$ cat src/rtl/edge_irq_pkg.sv
package edge_irq_pkg;
   // word addresses of the register file
   localparam int unsigned ADR_RISE_EN   = 0;
   localparam int unsigned ADR_FALL_EN   = 1;
   localparam int unsigned ADR_IRQ_MASK  = 2;
   localparam int unsigned ADR_EVT_MASK  = 3;
   localparam int unsigned ADR_RISE_PEND = 4;
   localparam int unsigned ADR_FALL_PEND = 5;
   localparam int unsigned ADR_SEL_BASE  = 8;
   // selector packing: lines per selector word
   localparam int unsigned LINES_PER_SEL = 4;
endpackage

$ cat src/rtl/edge_sync.sv
module edge_sync #(
   parameter int unsigned WIDTH  = 8,
   parameter int unsigned STAGES = 2
) (
   input  logic             clk,
   input  logic             rst_n,
   input  logic [WIDTH-1:0] d_i,
   output logic [WIDTH-1:0] q_o
);
   if (STAGES < 2) begin : g_bad_stages
      $error("edge_sync needs at least two stages");
   end

   logic [STAGES-1:0][WIDTH-1:0] chain;

   always_ff @(posedge clk or negedge rst_n) begin
      if (!rst_n) begin
         chain <= '0;
      end else begin
         chain[0] <= d_i;
         for (int s = 1; s < int'(STAGES); s++) chain[s] <= chain[s-1];
      end
   end

   assign q_o = chain[STAGES-1];
endmodule

$ cat src/rtl/edge_line.sv
module edge_line #(
   parameter int unsigned NPORTS = 16,
   parameter int unsigned SEL_W  = 4
) (
   input  logic              clk,
   input  logic              rst_n,
   input  logic [NPORTS-1:0] pins_i,
   input  logic [SEL_W-1:0]  sel_i,
   input  logic              sel_chg_i,
   input  logic              rise_en_i,
   input  logic              fall_en_i,
   input  logic              evt_en_i,
   input  logic              clr_rise_i,
   input  logic              clr_fall_i,
   output logic              rise_pend_o,
   output logic              fall_pend_o,
   output logic              evt_o
);
   localparam int unsigned FULL = 1 << SEL_W;

   logic cur, prev, hold, rise_hit, fall_hit;

   if (NPORTS == FULL) begin : g_full_mux
      assign cur = pins_i[sel_i];
   end else begin : g_part_mux
      logic [FULL-1:0] padded;
      assign padded = FULL'(pins_i);
      assign cur    = padded[sel_i];
   end

   // one cycle after a selector change, re-seed prev without detecting
   assign rise_hit = !hold &&  cur && !prev && rise_en_i;
   assign fall_hit = !hold && !cur &&  prev && fall_en_i;

   always_ff @(posedge clk or negedge rst_n) begin
      if (!rst_n) begin
         prev        <= 1'b0;
         hold        <= 1'b0;
         rise_pend_o <= 1'b0;
         fall_pend_o <= 1'b0;
         evt_o       <= 1'b0;
      end else begin
         prev        <= cur;
         hold        <= sel_chg_i;
         rise_pend_o <= rise_hit | (rise_pend_o & ~clr_rise_i);
         fall_pend_o <= fall_hit | (fall_pend_o & ~clr_fall_i);
         evt_o       <= (rise_hit | fall_hit) & evt_en_i;
      end
   end
endmodule

$ cat src/rtl/edge_cfg_regs.sv
module edge_cfg_regs
   import edge_irq_pkg::*;
#(
   parameter int unsigned NLINES = 16,
   parameter int unsigned SEL_W  = 4,
   parameter int unsigned DATA_W = 32,
   parameter int unsigned ADDR_W = 4
) (
   input  logic                    clk,
   input  logic                    rst_n,
   input  logic                    we_i,
   input  logic [ADDR_W-1:0]       addr_i,
   input  logic [DATA_W-1:0]       wdata_i,
   output logic [DATA_W-1:0]       rdata_o,
   input  logic [NLINES-1:0]       rise_pend_i,
   input  logic [NLINES-1:0]       fall_pend_i,
   output logic [NLINES-1:0]       rise_en_o,
   output logic [NLINES-1:0]       fall_en_o,
   output logic [NLINES-1:0]       imask_o,
   output logic [NLINES-1:0]       emask_o,
   output logic [NLINES*SEL_W-1:0] sel_o,
   output logic [NLINES-1:0]       sel_chg_o,
   output logic [NLINES-1:0]       clr_rise_o,
   output logic [NLINES-1:0]       clr_fall_o
);
   localparam int unsigned SLOT_W  = DATA_W / LINES_PER_SEL;
   localparam int unsigned NSELREG = NLINES / LINES_PER_SEL;

   localparam logic [ADDR_W-1:0] A_RE = ADDR_W'(ADR_RISE_EN);
   localparam logic [ADDR_W-1:0] A_FE = ADDR_W'(ADR_FALL_EN);
   localparam logic [ADDR_W-1:0] A_IM = ADDR_W'(ADR_IRQ_MASK);
   localparam logic [ADDR_W-1:0] A_EM = ADDR_W'(ADR_EVT_MASK);
   localparam logic [ADDR_W-1:0] A_RP = ADDR_W'(ADR_RISE_PEND);
   localparam logic [ADDR_W-1:0] A_FP = ADDR_W'(ADR_FALL_PEND);

   if (SEL_W > SLOT_W) begin : g_bad_slot
      $error("selector field wider than its slot");
   end

   logic [NLINES-1:0] wbits;
   assign wbits = wdata_i[NLINES-1:0];

   always_ff @(posedge clk or negedge rst_n) begin
      if (!rst_n) begin
         rise_en_o <= '0;
         fall_en_o <= '0;
         imask_o   <= '0;
         emask_o   <= '0;
      end else if (we_i) begin
         if (addr_i == A_RE) rise_en_o <= wbits;
         if (addr_i == A_FE) fall_en_o <= wbits;
         if (addr_i == A_IM) imask_o   <= wbits;
         if (addr_i == A_EM) emask_o   <= wbits;
      end
   end

   assign clr_rise_o = (we_i && addr_i == A_RP) ? wbits : '0;
   assign clr_fall_o = (we_i && addr_i == A_FP) ? wbits : '0;

   for (genvar n = 0; n < NLINES; n++) begin : g_sel
      localparam int unsigned REG  = n / LINES_PER_SEL;
      localparam int unsigned SLOT = n % LINES_PER_SEL;
      logic [SEL_W-1:0] sel_q, sel_new;
      logic             hit;
      assign sel_new = wdata_i[SLOT*SLOT_W +: SEL_W];
      assign hit     = we_i && (addr_i == ADDR_W'(ADR_SEL_BASE + REG));
      always_ff @(posedge clk or negedge rst_n) begin
         if (!rst_n)   sel_q <= '0;
         else if (hit) sel_q <= sel_new;
      end
      assign sel_chg_o[n]              = hit && (sel_new != sel_q);
      assign sel_o[n*SEL_W +: SEL_W]   = sel_q;
   end

   logic [NSELREG-1:0][DATA_W-1:0] sel_word;

   always_comb begin
      sel_word = '0;
      for (int k = 0; k < int'(NSELREG); k++)
         for (int j = 0; j < int'(LINES_PER_SEL); j++)
            sel_word[k][j*SLOT_W +: SEL_W] = sel_o[(k*LINES_PER_SEL+j)*SEL_W +: SEL_W];
   end

   always_comb begin
      rdata_o = '0;
      case (addr_i)
         A_RE:    rdata_o = DATA_W'(rise_en_o);
         A_FE:    rdata_o = DATA_W'(fall_en_o);
         A_IM:    rdata_o = DATA_W'(imask_o);
         A_EM:    rdata_o = DATA_W'(emask_o);
         A_RP:    rdata_o = DATA_W'(rise_pend_i);
         A_FP:    rdata_o = DATA_W'(fall_pend_i);
         default: begin
            for (int k = 0; k < int'(NSELREG); k++)
               if (addr_i == ADDR_W'(ADR_SEL_BASE + k)) rdata_o = sel_word[k];
         end
      endcase
   end
endmodule

$ cat src/rtl/edge_irq_ctrl.sv
module edge_irq_ctrl
   import edge_irq_pkg::*;
#(
   parameter int unsigned NLINES      = 16,
   parameter int unsigned NPORTS      = 16,
   parameter int unsigned SEL_W       = 4,
   parameter int unsigned DATA_W      = 32,
   parameter int unsigned ADDR_W      = 4,
   parameter int unsigned SYNC_STAGES = 2
) (
   input  logic                     clk,
   input  logic                     rst_n,
   input  logic [NPORTS*NLINES-1:0] gpio_in,
   input  logic                     reg_we,
   input  logic [ADDR_W-1:0]        reg_addr,
   input  logic [DATA_W-1:0]        reg_wdata,
   output logic [DATA_W-1:0]        reg_rdata,
   output logic [NLINES-1:0]        irq_o,
   output logic [NLINES-1:0]        evt_o
);
   localparam int unsigned NSELREG = NLINES / LINES_PER_SEL;

   if (NLINES > DATA_W) begin : g_bad_lines
      $error("more lines than data bits");
   end
   if (NLINES % LINES_PER_SEL != 0) begin : g_bad_pack
      $error("line count must fill whole selector words");
   end
   if (NPORTS > (1 << SEL_W)) begin : g_bad_ports
      $error("selector too narrow for port count");
   end
   if (ADR_SEL_BASE + NSELREG > (1 << ADDR_W)) begin : g_bad_addr
      $error("address space too small");
   end

   logic [NPORTS*NLINES-1:0] gpio_s;
   logic [NLINES-1:0]        rise_en, fall_en, imask, emask;
   logic [NLINES-1:0]        rise_pend, fall_pend, sel_chg, clr_rise, clr_fall;
   logic [NLINES*SEL_W-1:0]  sel;

   edge_sync #(.WIDTH(NPORTS*NLINES), .STAGES(SYNC_STAGES)) i_sync (
      .clk(clk), .rst_n(rst_n), .d_i(gpio_in), .q_o(gpio_s)
   );

   edge_cfg_regs #(.NLINES(NLINES), .SEL_W(SEL_W), .DATA_W(DATA_W), .ADDR_W(ADDR_W)) i_regs (
      .clk(clk), .rst_n(rst_n), .we_i(reg_we), .addr_i(reg_addr), .wdata_i(reg_wdata),
      .rdata_o(reg_rdata), .rise_pend_i(rise_pend), .fall_pend_i(fall_pend),
      .rise_en_o(rise_en), .fall_en_o(fall_en), .imask_o(imask), .emask_o(emask),
      .sel_o(sel), .sel_chg_o(sel_chg), .clr_rise_o(clr_rise), .clr_fall_o(clr_fall)
   );

   for (genvar n = 0; n < NLINES; n++) begin : g_line
      logic [NPORTS-1:0] pins;
      for (genvar p = 0; p < NPORTS; p++) begin : g_pin
         assign pins[p] = gpio_s[p*NLINES + n];
      end
      edge_line #(.NPORTS(NPORTS), .SEL_W(SEL_W)) i_line (
         .clk(clk), .rst_n(rst_n), .pins_i(pins), .sel_i(sel[n*SEL_W +: SEL_W]),
         .sel_chg_i(sel_chg[n]), .rise_en_i(rise_en[n]), .fall_en_i(fall_en[n]),
         .evt_en_i(emask[n]), .clr_rise_i(clr_rise[n]), .clr_fall_i(clr_fall[n]),
         .rise_pend_o(rise_pend[n]), .fall_pend_o(fall_pend[n]), .evt_o(evt_o[n])
      );
   end

   assign irq_o = (rise_pend | fall_pend) & imask;
endmodule

$ cat config.mk
export PLATFORM = sky130hd
export DESIGN_NAME = edge_irq_ctrl
export DESIGN_NICKNAME = d
export VERILOG_FILES = /design/src/rtl/edge_irq_pkg.sv /design/src/rtl/edge_sync.sv /design/src/rtl/edge_line.sv /design/src/rtl/edge_cfg_regs.sv /design/src/rtl/edge_irq_ctrl.sv
export SDC_FILE = /design/constraint.sdc
export NUM_CORES = 1
export LEC_CHECK = 0
export ABC_AREA = 1
export BUFFER_PORTS_ARGS = -buffer_cell sky130_fd_sc_hd__buf_2
export CAP_MARGIN = 20
export CORE_MARGIN = 10
export CORE_UTILIZATION = 25
export CTS_CLUSTER_DIAMETER = 150
export DETAILED_ROUTE_END_ITERATION = 12
export REMOVE_ABC_BUFFERS = 1
export SLEW_MARGIN = 20
export SYNTH_ARGS = -nofsm -noshare
export SYNTH_HDL_FRONTEND = slang
export SYNTH_SLANG_ARGS = --single-unit
export TNS_END_PERCENT = 10
$ cat constraint.sdc
create_clock -name clk -period 1.7 [get_ports clk]
set_input_delay 0.17 -clock clk [delete_from_list [all_inputs] [get_ports clk]]
set_output_delay 0.17 -clock clk [all_outputs]
set_load 0.02 [all_outputs]
; Yosys cells after proc, flatten, opt, wreduce, memory -nomap -nowiden
; Index checks and enable logic that the tools add are counted.
[op_classes]
n_shift = 0
div_mod_pow = 0
reduce_logical = 171
n_eq_ne = 25
bitwise = 130
multipliers = 0
order_cmp = 16
mux = 39
addsub = 0
[op_table]
columns = op, count
row1 = one-hot mux 32 bit (6 select lines), 1
row2 = logical AND 1 bit, 118
row3 = 2-to-1 mux 28 bit, 4
row4 = < comparator 4 x 5 -> 1 bit (second input constant), 16
row5 = binary-select mux 1 bit (select 4 bit), 16
row6 = != test 4 bit, 16
row7 = bitwise AND 1 bit, 48
row8 = logical NOT 1 bit, 48
row9 = bitwise OR 1 bit, 48
row10 = 2-to-1 mux 16 bit, 2
row11 = NOT 1 bit, 32
row12 = bitwise AND 16 bit, 1
row13 = == test 4 bit (second input constant), 4
row14 = 2-to-1 mux 1 bit, 16
row15 = bitwise OR 16 bit, 1
row16 = == test 4 x 2 -> 1 bit (second input constant), 2
row17 = == test 4 x 3 -> 1 bit (second input constant), 2
row18 = AND reduction 2 bit, 4
row19 = == test 4 x 1 -> 1 bit (second input constant), 1
row20 = logical NOT 4 bit, 1
[totals]
ram_bits = 0
out_inout_bits = 64
latch_bits = 0
reg_bits = 720
rom_bits = 0
mem_count = 0
input_bits = 295
wordCells = 483

; Depth between registers and ports, before layout
[logic_depth]
ltp_word = 8
ltp_mapped = 9
ltp_nobuf = 9

; By module
; Synthesis repeated with hierarchy kept, for this count alone.
[unflattened]
hier_cells = 2793
hier_area_um2 = 28843.9
[by_module_without_submodules]
columns = module, cells_per_inst, n_inst, area_each_um2, seq_area_each_um2
row1 = edge_sync, 768, 1, 14734.1, 12812.3
row2 = edge_line, 66, 16, 435.4, 125.1
row3 = edge_cfg_regs, 921, 1, 6962.9, 3203.1
row4 = edge_irq_ctrl, 48, 1, 180.2, 0.0

; Worst setup path before layout
; No wires, ideal clock.
[synth_timing]
path_type = input port to output port
start = input reg_addr[1]
end = output reg_rdata[24]
arrival_time_ns = 1.256
required_ns = 1.530
stages = 6
n_path_buf = 1
path_slack_ns = 0.274
path_cell_list = nor2_1 nand2_1 buf_2 o221ai_1 o21ai_0 o21ai_0
[synth_between]
elab_chain_len = 6
elab_cells_between_ends = 15
cone_classes = eq/ne: 9 / mux: 5 / reduce/logical: 1
[synth_lines]
columns = element, line
row1 = "start, declared", edge_irq_ctrl.sv:15  ; input logic [ADDR_W-1:0] reg_addr,
row2 = == test 4 bit, edge_cfg_regs.sv:95  ; if (addr_i == ADDR_W'(ADR_SEL_BASE + k)) rdata_o = sel_word[k];
row3 = 2-to-1 mux 28 bit (4 in series), edge_cfg_regs.sv:95
row4 = one-hot mux 32 bit (6 select lines) (*), edge_cfg_regs.sv:86  ; case (addr_i)
row5 = "end, declared", edge_irq_ctrl.sv:17  ; output logic [DATA_W-1:0] reg_rdata,
; Mark *: on every way between the ends. The rest lies on a longest branch, timed or not.

; Final worst setup path
[layout_timing]
start = register i_regs.g_sel[0].sel_q[1]
end = output reg_rdata[1]
[layout_between]
elab_chain_len = 5
[layout_lines]
columns = element, line
row1 = "start, declared", edge_cfg_regs.sv:63  ; logic [SEL_W-1:0] sel_q, sel_new;
row2 = "start signal, assigned", edge_cfg_regs.sv:69  ; else if (hit) sel_q <= sel_new;
row3 = 2-to-1 mux 28 bit (4 in series), edge_cfg_regs.sv:95
row4 = one-hot mux 32 bit (6 select lines), edge_cfg_regs.sv:86
; Every way passes these cells.

==> results.md <==
- Routed metal-1 wirelength: 36,300 µm
- Clock Skew: 0.02619 ns
- Ratio of cells with drive above 1 in the final layout: 0.2506
- Slew Limit Fails: 0
- Failing checks: negative setup slack
- CTS tree: built
- Area used by multi-input combinational logic: 0.006016 mm²
- Minimum clock period: 2.063 ns
- Static leakage: 18.03 nW
- Worst slew pin tran: 0.7010 ns
- Max FO, Critical Path: 6
- Die W: 340.5 µm
- Final period util: 1.213
- Layout area overhead: 43.10%
- Power Density: 1293 mW/mm²
- Nets: 3,532
- Port bufs: 342
- Mapped Cells: 2,431
- Maximum clock path buffer count: 3
- Power consumption: 47.50 mW
- Mapped cell area: 0.02568 mm²
- Place WS: -0.1959 ns
- Fin. Hold Viols: 0
- Post-route ant nets: 0
- Fillers: 10.02k
- EDFF count, synth: 0
- First-pass GRT wire length: 128,700 µm
- Worst Path Required: 1.53 ns
- Hold Path Class: in2reg
- Slew margin rel.: 0.5311
- Vias: 19.57k
- Vias in the first global route: 20.80k
- Die area: 0.1159 mm²
- GR Util All Layers: 0.1450
- Die H: 340.5 µm
- Post-synthesis sequential area ratio: 0.7017
- CTS Buf Count: 81
- I/O pin count: 359
- Final setup vio count: 28
- Drt drc: 0
- Library cells used by synthesis: 26
- Yosys warns: 0
- Final worst setup slack: -0.3629 ns
- Pre-antenna DRT Iters: 7
- WL/cell: 18.08 µm
- Peak VDD IR: 0.8960 mV
- Hpwl dp: 61,450 µm
- Final Util: 0.3606
- Initial DRC count: 1,381
- Most used DFF post-synth: dfrtp_1
- H-tree level count: 3
- Crit. End Element: primary output
- Core footprint: 0.1019 mm²
- Initial core utilization: 0.2520
- Initial antenna violation count: 11
- Count leader, synth: dfrtp_1
- Area contributors post-synth: dfrtp_1, nand2_1, inv_1
- Area fraction of the dominant cell type after synthesis: 0.7017
- Crit Path Category: reg2out
- Largest net degree at the start of global routing: 60
- Metal2 WL: 38,860 µm
- Metal3 WL: 6927 µm
- Routed WL: 84,540 µm
- Ys async rst share: 1.000
- DR vias/cell: 4.185
- Post-synth top area cell: dfrtp_1
- Fmax: 484.7 MHz
- Global route total overflow: 0
- Routability cong.: 0.8616
- RSZ-0062 raised after global routing: true
- Clock transition at path regs: 0.06 ns
- CP startpoint kind: register
- Yosys reg bits: 720
- Max cap viols: 0
- Syn Area/Cell: 10.56 µm²
- Highest metal used: met5
- Worst Path Arrival: 1.89 ns
- Core Rows: 117
- CTS sink cnt: 720
- Status: finished with violations
- CTS Root Cell: clkbuf_16
- Synth top cells by count: dfrtp_1, nand2_1, inv_1, nand3_1, o21ai_0
- Clk_lat worst skew: 0.65 ns
- Reg area: 0.01803 mm²
-- stage by stage --
step	hold slack, ns	instances	setup TNS (ns)	area [µm²]
global placement	0.06156	4213	-1.368	30230
floorplan	-0.1256	2334	0	25200
detailed placement	0.06340	4213	-1.334	30230
global route	0.04872	4673	-7.375	36740
finish	0.07423	4675	-4.707	36750
CTS	0.008737	4655	-6.486	36400
-- cells by family (layout without fill, tap and decap cells) --
family | count (synthesis) | in the layout | share of synthesized area
buffers and inverters | 501 | 1367 | 0.07752
AOI/OAI and AO/OA | 302 | 302 | 0.06563
and+or+nand+nor | 861 | 861 | 0.1394
DFF | 720 | 720 | 0.7017
other | 1 | 11 | 0.0001460
xor gates and xnor gates | 46 | 46 | 0.01569
-- area by class of cell --
| class | count | area share |
|---|---|---|
| Clock inverter | 45 | 0.01893 |
| Clock buffer | 105 | 0.06095 |
| Timing Repair Buffer | 820 | 0.1768 |
| Tap cell | 1368 | 0.04658 |
| Sequential cell | 720 | 0.4908 |
| Inverter | 397 | 0.04209 |
| Antenna cell | 3 | 0.0002043 |
| Multi-Input combinational cell | 1217 | 0.1637 |
-- worst max-delay path, cell delays in order (launching register included) --
cell and delay, ns:
dfrtp_1 0.39, inv_2 0.16, o22ai_1 0.12, a21oi_1 0.15, o211ai_1 0.21, buf_4 0.22
-- state kept, by name (all words and copies together) (netlist names) --
signal / flops
i_regs.emask_o: 16
i_regs.imask_o: 16
g_line.i_line.prev: 16
i_regs.g_sel.sel_q: 64
g_line.i_line.rise_pend_o: 16
i_regs.fall_en_o: 16
g_line.i_line.evt_o: 16
g_line.i_line.hold: 16
g_line.i_line.fall_pend_o: 16
i_regs.rise_en_o: 16
i_sync.chain: 256
i_sync.q_o: 256
-- per-layer routing --
metal	up-vias	track usage
li1	9207	-
met1	9559	0.1872
met2	642	0.2315
met3	144	0.04518
met4	14	0.04359
met5	-	0
-- cells in the final DEF (no fill, tap or decap), drive strengths merged --
| master | count |
|---|---|
| a21oi | 40 |
| a31oi | 9 |
| a41oi | 7 |
| buf | 532 |
| bufinv | 15 |
| clkbuf | 105 |
| clkinv | 25 |
| clkinvlp | 13 |
| conb | 8 |
| dfrtp | 720 |
| diode | 3 |
| dlygate4sd3 | 288 |
| inv | 389 |
| nand2 | 543 |
| nand3 | 217 |
| nor2 | 68 |
| nor3 | 24 |
| nor4 | 9 |
| o211ai | 8 |
| o21ai | 175 |
| o221ai | 15 |
| o22ai | 48 |
| xnor2 | 46 |
-- power breakdown --
group          leakage, nW  internal [mW]  switching [mW]
clock                 1.41           11.7            7.36
combinational         8.10           3.40            5.00
sequential            8.52           18.9            1.11
-- final timing paths --
path,start,end,slack [ns],cells past startpoint
max reg2reg,i_regs.g_sel[7].sel_q[3]$_DFFE_PN0P_,g_line[7].i_line.hold$_DFF_PN0_,-0.02,5
max,i_regs.g_sel[0].sel_q[1]$_DFFE_PN0P_,reg_rdata[1],-0.36,5
min,reg_we,g_line[4].i_line.hold$_DFF_PN0_,0.07,3
min reg2reg,i_sync.chain[21]$_DFF_PN0_,i_sync.q_o[21]$_DFF_PN0_,0.33,0
max in group asynchronous,rst_n,i_sync.chain[235]$_DFF_PN0_,0.38,3
min in group asynchronous,rst_n,i_sync.chain[155]$_DFF_PN0_,0.22,3
-- timing repair --
item	in CTS	in global routing
hold endpoints to repair	890	0
endpoints found under the setup margin	36	47
gates resized for setup	153	78
buffers inserted	6	17
pin swaps	28	16
hold buffers	288	0
Note: power is estimated with default switching activity, not from simulation.
